==> config.mk <==
export PLATFORM = sky130hd
export DESIGN_NAME = sclk_cs_timer
export DESIGN_NICKNAME = d
export VERILOG_FILES = /design/src/rtl/sclk_cs_timer.sv
export SDC_FILE = /design/constraint.sdc
export NUM_CORES = 1
export LEC_CHECK = 0
export ABC_AREA = 1
export BUFFER_PORTS_ARGS = -buffer_cell sky130_fd_sc_hd__buf_4
export CORE_ASPECT_RATIO = 1.75
export CORE_MARGIN = 2
export CORE_UTILIZATION = 60
export CTS_CLUSTER_DIAMETER = 120
export DETAILED_ROUTE_END_ITERATION = 8
export PLACE_DENSITY = 0.81
export SYNTH_ARGS = -nofsm -noshare
export SYNTH_HDL_FRONTEND = slang
export SYNTH_SLANG_ARGS = --single-unit
export TNS_END_PERCENT = 10
==> constraint.sdc <==
create_clock -name clk -period 4.8 [get_ports clk]
set_input_delay 0 -clock clk [delete_from_list [all_inputs] [get_ports clk]]
set_output_delay 0 -clock clk [all_outputs]
set_load 0.02 [all_outputs]
==> src/rtl/sclk_cs_timer.sv <==
module sclk_cs_timer #(
  parameter int DLY_W = 8,
  parameter int LEN_W = 8
) (
  input  logic               clk,
  input  logic               rst_n,
  input  logic [11:0]        cfg_i,
  input  logic [4*DLY_W-1:0] gap_i,
  input  logic [LEN_W-1:0]   len_i,
  input  logic               start_i,
  output logic               done_o,
  output logic               idle_o,
  output logic               sclk_o,
  output logic               sample_stb_o,
  output logic               shift_stb_o,
  output logic [3:0]         cs_n_o
);

  localparam logic [DLY_W-1:0] ONE_D = 1;
  localparam logic [LEN_W:0]   ONE_E = 1;

  typedef enum logic [2:0] {S_IDLE, S_GAP, S_SETUP, S_RUN, S_HOLD} st_t;

  st_t                st;
  logic [11:1]        cfg_q;
  logic [4*DLY_W-1:0] gap_q;
  logic [LEN_W-1:0]   len_q;
  logic [DLY_W-1:0]   cnt, hi_cnt;
  logic [3:0]         dcnt, cs_n_q, last_pat;
  logic [LEN_W:0]     ecnt;
  logic               sclk_q, done_q, lead_q, trail_q;

  wire en      = cfg_i[0];
  wire in_idle = (st == S_IDLE);

  wire [11:1]        cfg_c = in_idle ? cfg_i[11:1] : cfg_q;
  wire [4*DLY_W-1:0] gap_c = in_idle ? gap_i : gap_q;
  wire [LEN_W-1:0]   len_c = in_idle ? len_i : len_q;

  wire       cpol_c = cfg_c[1];
  wire       cpha_c = cfg_c[2];
  wire       dec_c  = cfg_c[3];
  wire [3:0] sel_c  = cfg_c[7:4];
  wire [3:0] baud_c = cfg_c[11:8];

  wire [DLY_W-1:0] t_setup  = gap_c[DLY_W-1:0];
  wire [DLY_W-1:0] t_hold   = gap_c[2*DLY_W-1:DLY_W];
  wire [DLY_W-1:0] t_switch = gap_c[3*DLY_W-1:2*DLY_W];
  wire [DLY_W-1:0] t_high   = gap_c[4*DLY_W-1:3*DLY_W];

  wire [3:0] pat_c = dec_c ? sel_c : ~(4'b0001 << sel_c[1:0]);

  logic [DLY_W-1:0] need;
  logic [DLY_W:0]   hi_p1;
  assign need   = (pat_c != last_pat && t_switch > t_high) ? t_switch : t_high;
  assign hi_p1  = {1'b0, hi_cnt} + {{DLY_W{1'b0}}, 1'b1};
  wire   gap_ok = hi_p1 >= {1'b0, need};

  always_ff @(posedge clk or negedge rst_n) begin
    if (!rst_n) begin
      st       <= S_IDLE;
      cfg_q    <= '0;
      gap_q    <= '0;
      len_q    <= '0;
      cnt      <= '0;
      dcnt     <= '0;
      ecnt     <= '0;
      sclk_q   <= 1'b0;
      cs_n_q   <= '1;
      last_pat <= '1;
      hi_cnt   <= '1;
      done_q   <= 1'b0;
      lead_q   <= 1'b0;
      trail_q  <= 1'b0;
    end else begin
      done_q  <= 1'b0;
      lead_q  <= 1'b0;
      trail_q <= 1'b0;
      if (&cs_n_q) hi_cnt <= (&hi_cnt) ? hi_cnt : hi_cnt + ONE_D;
      else         hi_cnt <= '0;

      if (!en) begin
        st     <= S_IDLE;
        cs_n_q <= '1;
        sclk_q <= cfg_i[1];
      end else begin
        case (st)
          S_IDLE: begin
            sclk_q <= cfg_i[1];
            if (start_i) begin
              cfg_q <= cfg_i[11:1];
              gap_q <= gap_i;
              len_q <= len_i;
              if (gap_ok) begin
                cs_n_q   <= pat_c;
                last_pat <= pat_c;
                cnt      <= t_setup;
                st       <= S_SETUP;
              end else begin
                st <= S_GAP;
              end
            end
          end
          S_GAP: begin
            if (gap_ok) begin
              cs_n_q   <= pat_c;
              last_pat <= pat_c;
              cnt      <= t_setup;
              st       <= S_SETUP;
            end
          end
          S_SETUP: begin
            if (cnt <= ONE_D) begin
              if (len_c == '0) begin
                cnt <= t_hold;
                st  <= S_HOLD;
              end else begin
                sclk_q  <= ~sclk_q;
                lead_q  <= (sclk_q == cpol_c);
                trail_q <= (sclk_q != cpol_c);
                dcnt    <= baud_c;
                ecnt    <= {len_c, 1'b0} - ONE_E;
                st      <= S_RUN;
              end
            end else begin
              cnt <= cnt - ONE_D;
            end
          end
          S_RUN: begin
            if (dcnt != 4'd0) begin
              dcnt <= dcnt - 4'd1;
            end else begin
              sclk_q  <= ~sclk_q;
              lead_q  <= (sclk_q == cpol_c);
              trail_q <= (sclk_q != cpol_c);
              dcnt    <= baud_c;
              ecnt    <= ecnt - ONE_E;
              if (ecnt == ONE_E) begin
                cnt <= t_hold;
                st  <= S_HOLD;
              end
            end
          end
          S_HOLD: begin
            if (cnt <= ONE_D) begin
              cs_n_q <= '1;
              done_q <= 1'b1;
              st     <= S_IDLE;
            end else begin
              cnt <= cnt - ONE_D;
            end
          end
          default: st <= S_IDLE;
        endcase
      end
    end
  end

  assign sclk_o       = sclk_q;
  assign cs_n_o       = cs_n_q;
  assign done_o       = done_q;
  assign idle_o       = in_idle;
  assign sample_stb_o = cpha_c ? trail_q : lead_q;
  assign shift_stb_o  = cpha_c ? lead_q : trail_q;

  a_r1_idle_released: assert property (@(posedge clk) disable iff (!rst_n)
    idle_o |-> (&cs_n_o));

  a_r2_half_period_hold: assert property (@(posedge clk) disable iff (!rst_n)
    (st == S_RUN && dcnt != 4'd0 && en) |=> $stable(sclk_o));

  a_r3_quiet_setup: assert property (@(posedge clk) disable iff (!rst_n)
    (st == S_SETUP && cnt > ONE_D && en) |=> $stable(sclk_o));

  a_r6_one_line_low: assert property (@(posedge clk) disable iff (!rst_n)
    (!in_idle && !dec_c && !(&cs_n_o)) |-> ($countones(cs_n_o) == 3));

  a_r6_pattern_steady: assert property (@(posedge clk) disable iff (!rst_n)
    (st == S_RUN && en) |=> $stable(cs_n_o));

  a_r7_strobe_marks_edge: assert property (@(posedge clk) disable iff (!rst_n)
    (sample_stb_o || shift_stb_o) |-> !$stable(sclk_o));

  a_r11_done_releases: assert property (@(posedge clk) disable iff (!rst_n)
    done_o |-> ((&cs_n_o) && idle_o));

endmodule

# Yosys cells after proc, flatten, opt, wreduce, memory -nomap -nowiden
# Index checks and enable logic that the tools add are counted.
# word_totals
ff_bits	95
input_bits	55
out_inout_bits	9
wordCells	129
# op_classes
addsub	6
n_lt_le_gt_ge	3
eq_ne	25
n_shift	1
mux	61
n_bitwise	2
reduce_logical	17
# op_table
cell	n
two-way mux 8 bit	11
two-way mux 4 bit	10
case mux 8 bit (5 select lines)	1
two-way mux 32 bit	1
two-way mux 9 bit	3
two-way mux 3 bit	8
inequality test 3 bit, second input constant	8
case mux 9 bit (2 select lines)	1
subtractor 9 x 1 -> 9 bit, second input constant	2
two-way mux 1 bit	17
case mux 4 bit (2 select lines)	2
case mux 3 bit (5 select lines)	1
inequality test 2 bit, second input constant	7
case mux 4 bit (3 select lines)	1
AND reduction 4 bit	3
two-way mux 11 bit	1
adder 8 x 1 -> 9 bit, second input constant	1
== test 9 x 1 -> 1 bit, second input constant	1
>= comparator 9 x 8 -> 1 bit	1
AND reduction 3 bit	3
adder 8 x 1 -> 8 bit, second input constant	1
greater-than comparator 8 bit	1
less-or-equal comparator 8 x 1 -> 1 bit, second input constant	1
logical NOT 8 bit	1
24 further kinds	28

# Logic depth before layout (Yosys ltp)
# Gate-level depths: netlist (run 1).
# depth
ltp_word	13
ltp_mapped	32
depth_no_buf	28

# Worst setup path after synthesis (run 1)
# Ideal clock, no wire load.
# synth_path
path_type	flip-flop to flip-flop
startpoint	reg st[1]
endpoint	reg cnt[5]
setup_time_ns	0.121
arrival_time_ns	4.020
required_time_ns	4.679
slack_ns	0.659
path_stages_with_launch	30
path_buffers	5
period_less_slack_ns	4.141
path_cell_list	dfrtp_1 nor2_4 nand2_4 buf_6 buf_6 buf_4 buf_2 o21ai_0 inv_1 ha_1 nand2_1 o21ai_0 nand2_1 a21oi_1 nand2_4 nand2_1 nand2_1 ha_1 nand2_1 nor2_1 o21ai_0 nand3_1 nand2_1 nand2_1 nand2_1 nand3_1 nand3_4 buf_6 nand2_1 o21ai_2
# synth_via
elab_chain_cells	12
elab_cells_between_ends	31
cone_classes	order compare (2); eq/ne (10); shift (1); mux (12); bitwise (1); reduce/logical (5)
# synth_rtl
item	line_no	source
start: declaration	24	st_t st;
start signal: assignment	61	st <= S_IDLE;
start signal: assignment	83	st <= S_IDLE;
start signal: assignment	98	st <= S_SETUP;
parallel branches: the longest is 12 deep, another holds >= comparator 9 x 8 -> 1 bit	n/a	
end signal: assignment	97	cnt <= t_setup;
end signal: assignment	108	cnt <= t_setup;
end signal: assignment	115	cnt <= t_hold;
end: declaration	28	logic [DLY_W-1:0] cnt, hi_cnt;
# Parallel ways; which one is timed is not known. The select of a mux whose other input is x is not followed.
# A chain may end at the register's enable or synchronous reset.

# Worst setup path in the final report (run 1)
# layout_path
startpoint	reg st[1]
endpoint	reg cs_n_q[2] (netlist: cs_n_o[2])
# layout_via
elab_chain_cells	13
elab_cells_between_ends	21
cone_classes	order compare (2); eq/ne (6); shift (1); mux (8); bitwise (1); reduce/logical (3)
# layout_rtl
item	line_no	source
parallel branches: the longest is 13 deep, another holds >= comparator 9 x 8 -> 1 bit	n/a	
end signal: assignment	95	cs_n_q <= pat_c;
end signal: assignment	106	cs_n_q <= pat_c;
end: declaration	29	logic [3:0] dcnt, cs_n_q, last_pat;
# Parallel ways; which one is timed is not known. The select of a mux whose other input is x is not followed.

==> results.yml, run 1 <==
outcome:
  status: "finished clean"
drt:
  wl_per_cell_um: 14.0
  vias: 5826
  drt_pre_antenna_iters: 7
  vias_per_cell: 5.37
  drt_wl_total_mm: 15.2
  ant_nets: 0
  drcViolationCount: 0
  drt-initial-drc-count: 335
sta:
  final-setup-viol-count: 0
  worst_pin_slew_ns: 0.953
  holdWs_ns: 0.0252
  skew_ns: 0.00808
  rsz0062_at_grt: "false"
  fmax_mhz: 236
  final-hold-violation-count: 0
  min_period_over_period_pct: 88.4
  layout_min_cycle_time_ns: 4.24
  setup_ws_ns: 0.556
  slew_violations: 0
  tns_ns: 0
  max_slew_margin_pct: 36.5
cells_and_area:
  layout_commonest_cell: "nand2_1"
  drive_above_1_share_pct: 13.6
  fin_cells: 1085
  nNetsFinal: 1033
  num_antenna_cells: 0
  layout_common_cells: "271 x nand2_1, 106 x inv_1, 97 x o21ai_0"
  synthToLayoutAreaGrowth_pct: 22.9
  utilization_pct: 75.3
  area.sequential_sq_um: 2400
  multiInputGateArea_sq_um: 3080
  fillers: 740
logic_synthesis:
  async_flop_share_pct: 100
  synth.distinct_cells: 37
  syn-instance-count: 849
  syn_area_sq_um: 5990
  synth_nets: 927
  ys.flop_type: "dfrtp_1"
  synth_enable_flop_cells: 0
  ys_warn_count: 0
  synth_seq_cells: 95
  synth_area_per_cell_sq_um: 7.06
  synth_seq_area_share_pct: 40.0
global_route:
  grt_pass1_wl_mm: 24.9
  track_usage_pct: 29.2
  antenna_found_initial: 0
  met3_usage_pct: 3.98
  grt_max_degree: 100
  gr-total-overflow: 0
  grt_pass1_vias: 5621
  use_met2_pct: 55.1
  grt_use_met1_pct: 32.0
  top_usage_layer: "met2"
floorplan:
  coreArea_sq_um: 9790
  pin_count: 64
  fp-row-count: 48
  start_util_pct: 61.2
  die_w_um: 79.6
  die_h_um: 136
  dieArea_sq_um: 10800
critical_path:
  critPathSlowestCell: "dfrtp_1"
  cp-start-kind: "register"
  crit_top_cell: "nand2_1"
  critPathMaxStageDelay_ns: 0.44
  worstPathArrival_ns: 4.53
  crit_type: "register to register"
  crit_path_end_kind: "register"
  path_max_fanout: 30
  cp.required_ns: 5.08
clocking:
  numCtsBuffers: 9
  cts_max_level: 3
  cts_root_buf: "clkbuf_16"
  cts_sinks: 95
  clock_latency_ns: 0.35
  cts.path.max_buffers: 2
  clk_pin_slew_worst_paths_ns: 0.07
  post_cts_buffers: 0
  cts_tree: "yes"
run:
  maxCapViolCount: 0
pwr:
  p_leak_nw: 3.81
  powerDensity_nw_per_um2: 669
  irDropWorstVdd_mv: 0.424
placed_design:
  gp_congestion: 0.955
  hpwl_mm: 10.9
  port_buffers: 63
  preCtsSetupSlack_ns: 0.405
  dp_cells: 1017
hold_path:
  holdCritPathClass: "primary input to register"
[final timing paths]
| kind | start | endpoint | slack (ns) | depth (start not counted) |
|---|---|---|---|---|
| worst max register to register | st[1]$_DFFE_PN0P_ | cs_n_o[2]$_DFFE_PN1P_ | 0.56 | 28 |
| worst min register to register | cs_n_o[3]$_DFFE_PN1P_ | cs_n_o[3]$_DFFE_PN1P_ | 0.47 | 2 |
| max in group asynchronous | rst_n | len_q[6]$_DFFE_PN0P_ | 3.50 | 3 |
| min in group asynchronous | rst_n | gap_q[15]$_DFFE_PN0P_ | 0.15 | 2 |
| worst min-delay path | cfg_i[3] | cfg_q[3]$_DFFE_PN0P_ | 0.03 | 3 |
| worst max-delay path | st[1]$_DFFE_PN0P_ | cs_n_o[2]$_DFFE_PN1P_ | 0.56 | 28 |
[repair_timing]
action | 4_1_cts | 5_1_grt
endpoints found under the setup margin | 0 | 18
gates resized for setup | 0 | 1
endpoints found under the hold margin | 89 | 0
hold buffers | 52 | 0
[sequential cells by signal, indices dropped and copies added, names as in the netlist, 3 cells and up]
register / count
cfg_q: 11
cnt: 8
cs_n_o: 4
dcnt: 4
ecnt: 9
gap_q: 32
hi_cnt: 8
last_pat: 4
len_q: 8
st: 3
[critical path, delay by kind of cell, from the launching register on]
kind,cells,cell delay [ns]
AND/OR/NAND/NOR,20,2.08
AO/OA/AOI/OAI,4,0.78
adder cells (fa/ha/maj),2,0.61
flip-flops,1,0.44
buffers and inverters,2,0.27
[cells in the mapped netlist (4+ instances only)]
cell	n	area [sq um]
nand2_1	271	1020
inv_1	106	398
o21ai_0	97	485
dfrtp_1	79	1980
nor2_1	63	236
nand3_1	41	205
a21oi_1	35	175
ha_1	23	288
o21ai_1	21	105
dfstp_2	16	420
clkbuf_1	14	52.6
xor2_1	11	96.3
nor3_1	7	35.0
buf_2	6	30.0
o21ai_2	6	52.6
nand3b_1	5	37.5
mux2_2	4	45.0
nand2_2	4	25.0
nand4_1	4	25.0
nor2_2	4	25.0
o22ai_1	4	25.0
[cell type report]
type / count / share of cell area [%]
Clock buffer: 9 / 3.06
Clock inverter: 7 / 1.05
Inverter: 109 / 5.55
Multi-Input combinational cell: 621 / 41.8
Sequential cell: 95 / 32.5
Tap cell: 125 / 2.12
Timing Repair Buffer: 119 / 13.9
[per-stage QoR]
stage	total power [mW]	cell area [sq um]
after floorplan	3.46	5990
after global placement	4.01	6540
after detailed placement	4.13	6540
after CTS	4.92	7360
after global routing	5.40	7370
final	4.93	7370
[logic make-up after synthesis]
logic type,Yosys count,synth area share [%]
compound gates,169,14.8
xor+xnor,14,2.05
fa+ha+maj,23,4.80
buf+inv,133,8.89
flops,95,40.0
mux,4,0.752
simple gates,411,28.7
[where the power goes]
group          internal (mW)  switching, mW  leakage [nW]
combinational          0.991           1.77          2.53
clock                  0.410          0.334         0.147
sequential              1.18          0.243          1.13
[layer usage]
layer  part of all wire, %  up-vias
li1                      -     2922
met4                   2.8        0
met5                     0        -
met2                    54      142
met3                   3.6       31
met1                    39     2731
(Power assumes the default switching activity.)
==> inputs of run 2 (changes only) <==
--- a/config.mk
+++ b/config.mk
@@ -6,7 +6,7 @@
 export NUM_CORES = 1
 export LEC_CHECK = 0
 export ABC_AREA = 1
-export BUFFER_PORTS_ARGS = -buffer_cell sky130_fd_sc_hd__buf_4
+export BUFFER_PORTS_ARGS = -buffer_cell sky130_fd_sc_hd__buf_2
 export CORE_ASPECT_RATIO = 1.75
 export CORE_MARGIN = 2
 export CORE_UTILIZATION = 60
==> run 2 against run 1 <==
Compared with the run above:
- register-to-register slack improved by 0.07 ns
- count of clock-buffer cells in the layout up 1
- die area unchanged
- clock skew grew 0.00097 ns
- first-iteration DRC count fell by 7.2%
- hold slack improved by 0.14 ns
- highest routed layer unchanged
- utilization shrank 1.5 points
- routed wire length is 1.6% higher
- via count grew 0.34%
- critical path depth stayed put
==> results.yml, run 2 (synthesis gave the netlist of run 1 again) <==
outcome:
  status: "finished clean"
critical_path:
  critPathSlowestCell: "dfrtp_1"
  crit_path_end_kind: "register"
  crit_type: "register to register"
  cp-start-kind: "register"
  critPathMaxStageDelay_ns: 0.46
  crit_family: "simple AND/OR/NAND/NOR gates"
  worstPathArrival_ns: 4.44
  crit_top_cell: "nand2_1"
  cp.required_ns: 5.07
  path_max_fanout: 29
  crit_buf_inv: 2
sta:
  fmax_mhz: 240
  setup_ws_ns: 0.629
  worst_pin_slew_ns: 0.968
  min_period_over_period_pct: 86.9
  rsz0062_at_grt: "false"
  slew_violations: 0
  max_slew_margin_pct: 35.5
  skew_ns: 0.00906
  layout_min_cycle_time_ns: 4.17
  final-hold-violation-count: 0
  final-setup-viol-count: 0
  tns_ns: 0
floorplan:
  fp-row-count: 48
  dieArea_sq_um: 10800
  coreArea_sq_um: 9790
  die_w_um: 79.6
  die_h_um: 136
  pin_count: 64
  start_util_pct: 61.2
clocking:
  cts.path.max_buffers: 2
  clk_pin_slew_worst_paths_ns: 0.07
  cts_tree: "yes"
  post_cts_buffers: 0
  cts_sinks: 95
  cts_root_buf: "clkbuf_16"
  clock_latency_ns: 0.34
  cts_max_level: 3
  numCtsBuffers: 9
cells_and_area:
  largest_register: "gap_q"
  largest_reg_flops: 32
  num_antenna_cells: 0
  utilization_pct: 73.7
  synthToLayoutAreaGrowth_pct: 20.5
  layout_common_cells: "271 x nand2_1, 106 x inv_1, 97 x o21ai_0"
  reg_top3: "gap_q: 32 flops, cfg_q: 11 flops, ecnt: 9 flops"
  design_area_sq_um: 7220
  drive_above_1_share_pct: 13.5
  layout_commonest_cell: "nand2_1"
  nNetsFinal: 1033
pwr:
  p_leak_nw: 3.76
  irDropWorstVdd_mv: 0.434
  p_total_mw: 4.87
  powerDensity_nw_per_um2: 674
drt:
  drcViolationCount: 0
  drt_wl_total_mm: 15.5
  wl_per_cell_um: 14.3
  drt_pre_antenna_iters: 5
  vias: 5846
  ant_nets: 0
  drt-initial-drc-count: 311
  vias_per_cell: 5.39
run:
  maxCapViolCount: 0
global_route:
  grt_max_degree: 100
  grt_pass1_wl_mm: 25.0
  gr-total-overflow: 0
  track_usage_pct: 29.7
  grt_pass1_vias: 5588
  antenna_found_initial: 0
placed_design:
  hpwl_mm: 10.9
  port_buffers: 63
  gp_congestion: 0.935
  place_area_sq_um: 6380
  preCtsSetupSlack_ns: 0.454
hold_path:
  holdCritPathClass: "primary input to async pin"
run 2: cell type report:
| class | count | area (sq um) |
|---|---|---|
| Fill cell | 752 | 2570 |
| Clock inverter | 6 | 67.6 |
| Sequential cell | 95 | 2400 |
| Timing Repair Buffer | 119 | 871 |
| Tap cell | 125 | 156 |
| Clock buffer | 10 | 239 |
| Multi-Input combinational cell | 621 | 3080 |
| Inverter | 109 | 409 |
run 2: path summary, 6_finish.rpt:
kind / start / to / slack (ns) / cells after the start
hold / removal: rst_n / gap_q[14]$_DFFE_PN0P_ / 0.17 / 2
setup / recovery: st[0]$_DFFE_PN0P_ / cs_n_o[1]$_DFFE_PN1P_ / 0.63 / 28
hold reg to reg: cfg_q[1]$_DFFE_PN0P_ / cfg_q[1]$_DFFE_PN0P_ / 0.49 / 2
setup reg to reg: st[0]$_DFFE_PN0P_ / cs_n_o[1]$_DFFE_PN1P_ / 0.63 / 28
min in group clk: start_i / cs_n_o[0]$_DFFE_PN1P_ / 0.45 / 6
max in group asynchronous: rst_n / cfg_q[3]$_DFFE_PN0P_ / 3.50 / 3
run 2: routing by layer:
| layer | part of all wire, % | global-route usage, % | vias to the layer above |
|---|---|---|---|
| li1 | - | - | 2920 |
| met4 | 3.3 | 13.4 | 0 |
| met2 | 56 | 56.9 | 153 |
| met5 | 0 | 0 | - |
| met3 | 3.3 | 3.72 | 34 |
| met1 | 38 | 31.4 | 2739 |
run 2: what timing repair did:
action,4_1_cts,5_1_grt
hold buffers,53,0
setup endpoints to repair,0,3
endpoints found under the hold margin,90,0
resized for setup,0,1
run 2: stage by stage:
step | hold WS [ns] | std cells
floorplan | -0.296 | 849
finish | 0.166 | 1085
CTS | 0.184 | 1085
global route | 0.205 | 1085
detailed placement | 0.00648 | 1016
global placement | -0.00431 | 1016
run 2: power breakdown:
group | switching [mW] | internal, mW
sequential | 0.249 | 1.18
combinational | 1.75 | 0.950
clock | 0.314 | 0.420
total | 2.32 | 2.55
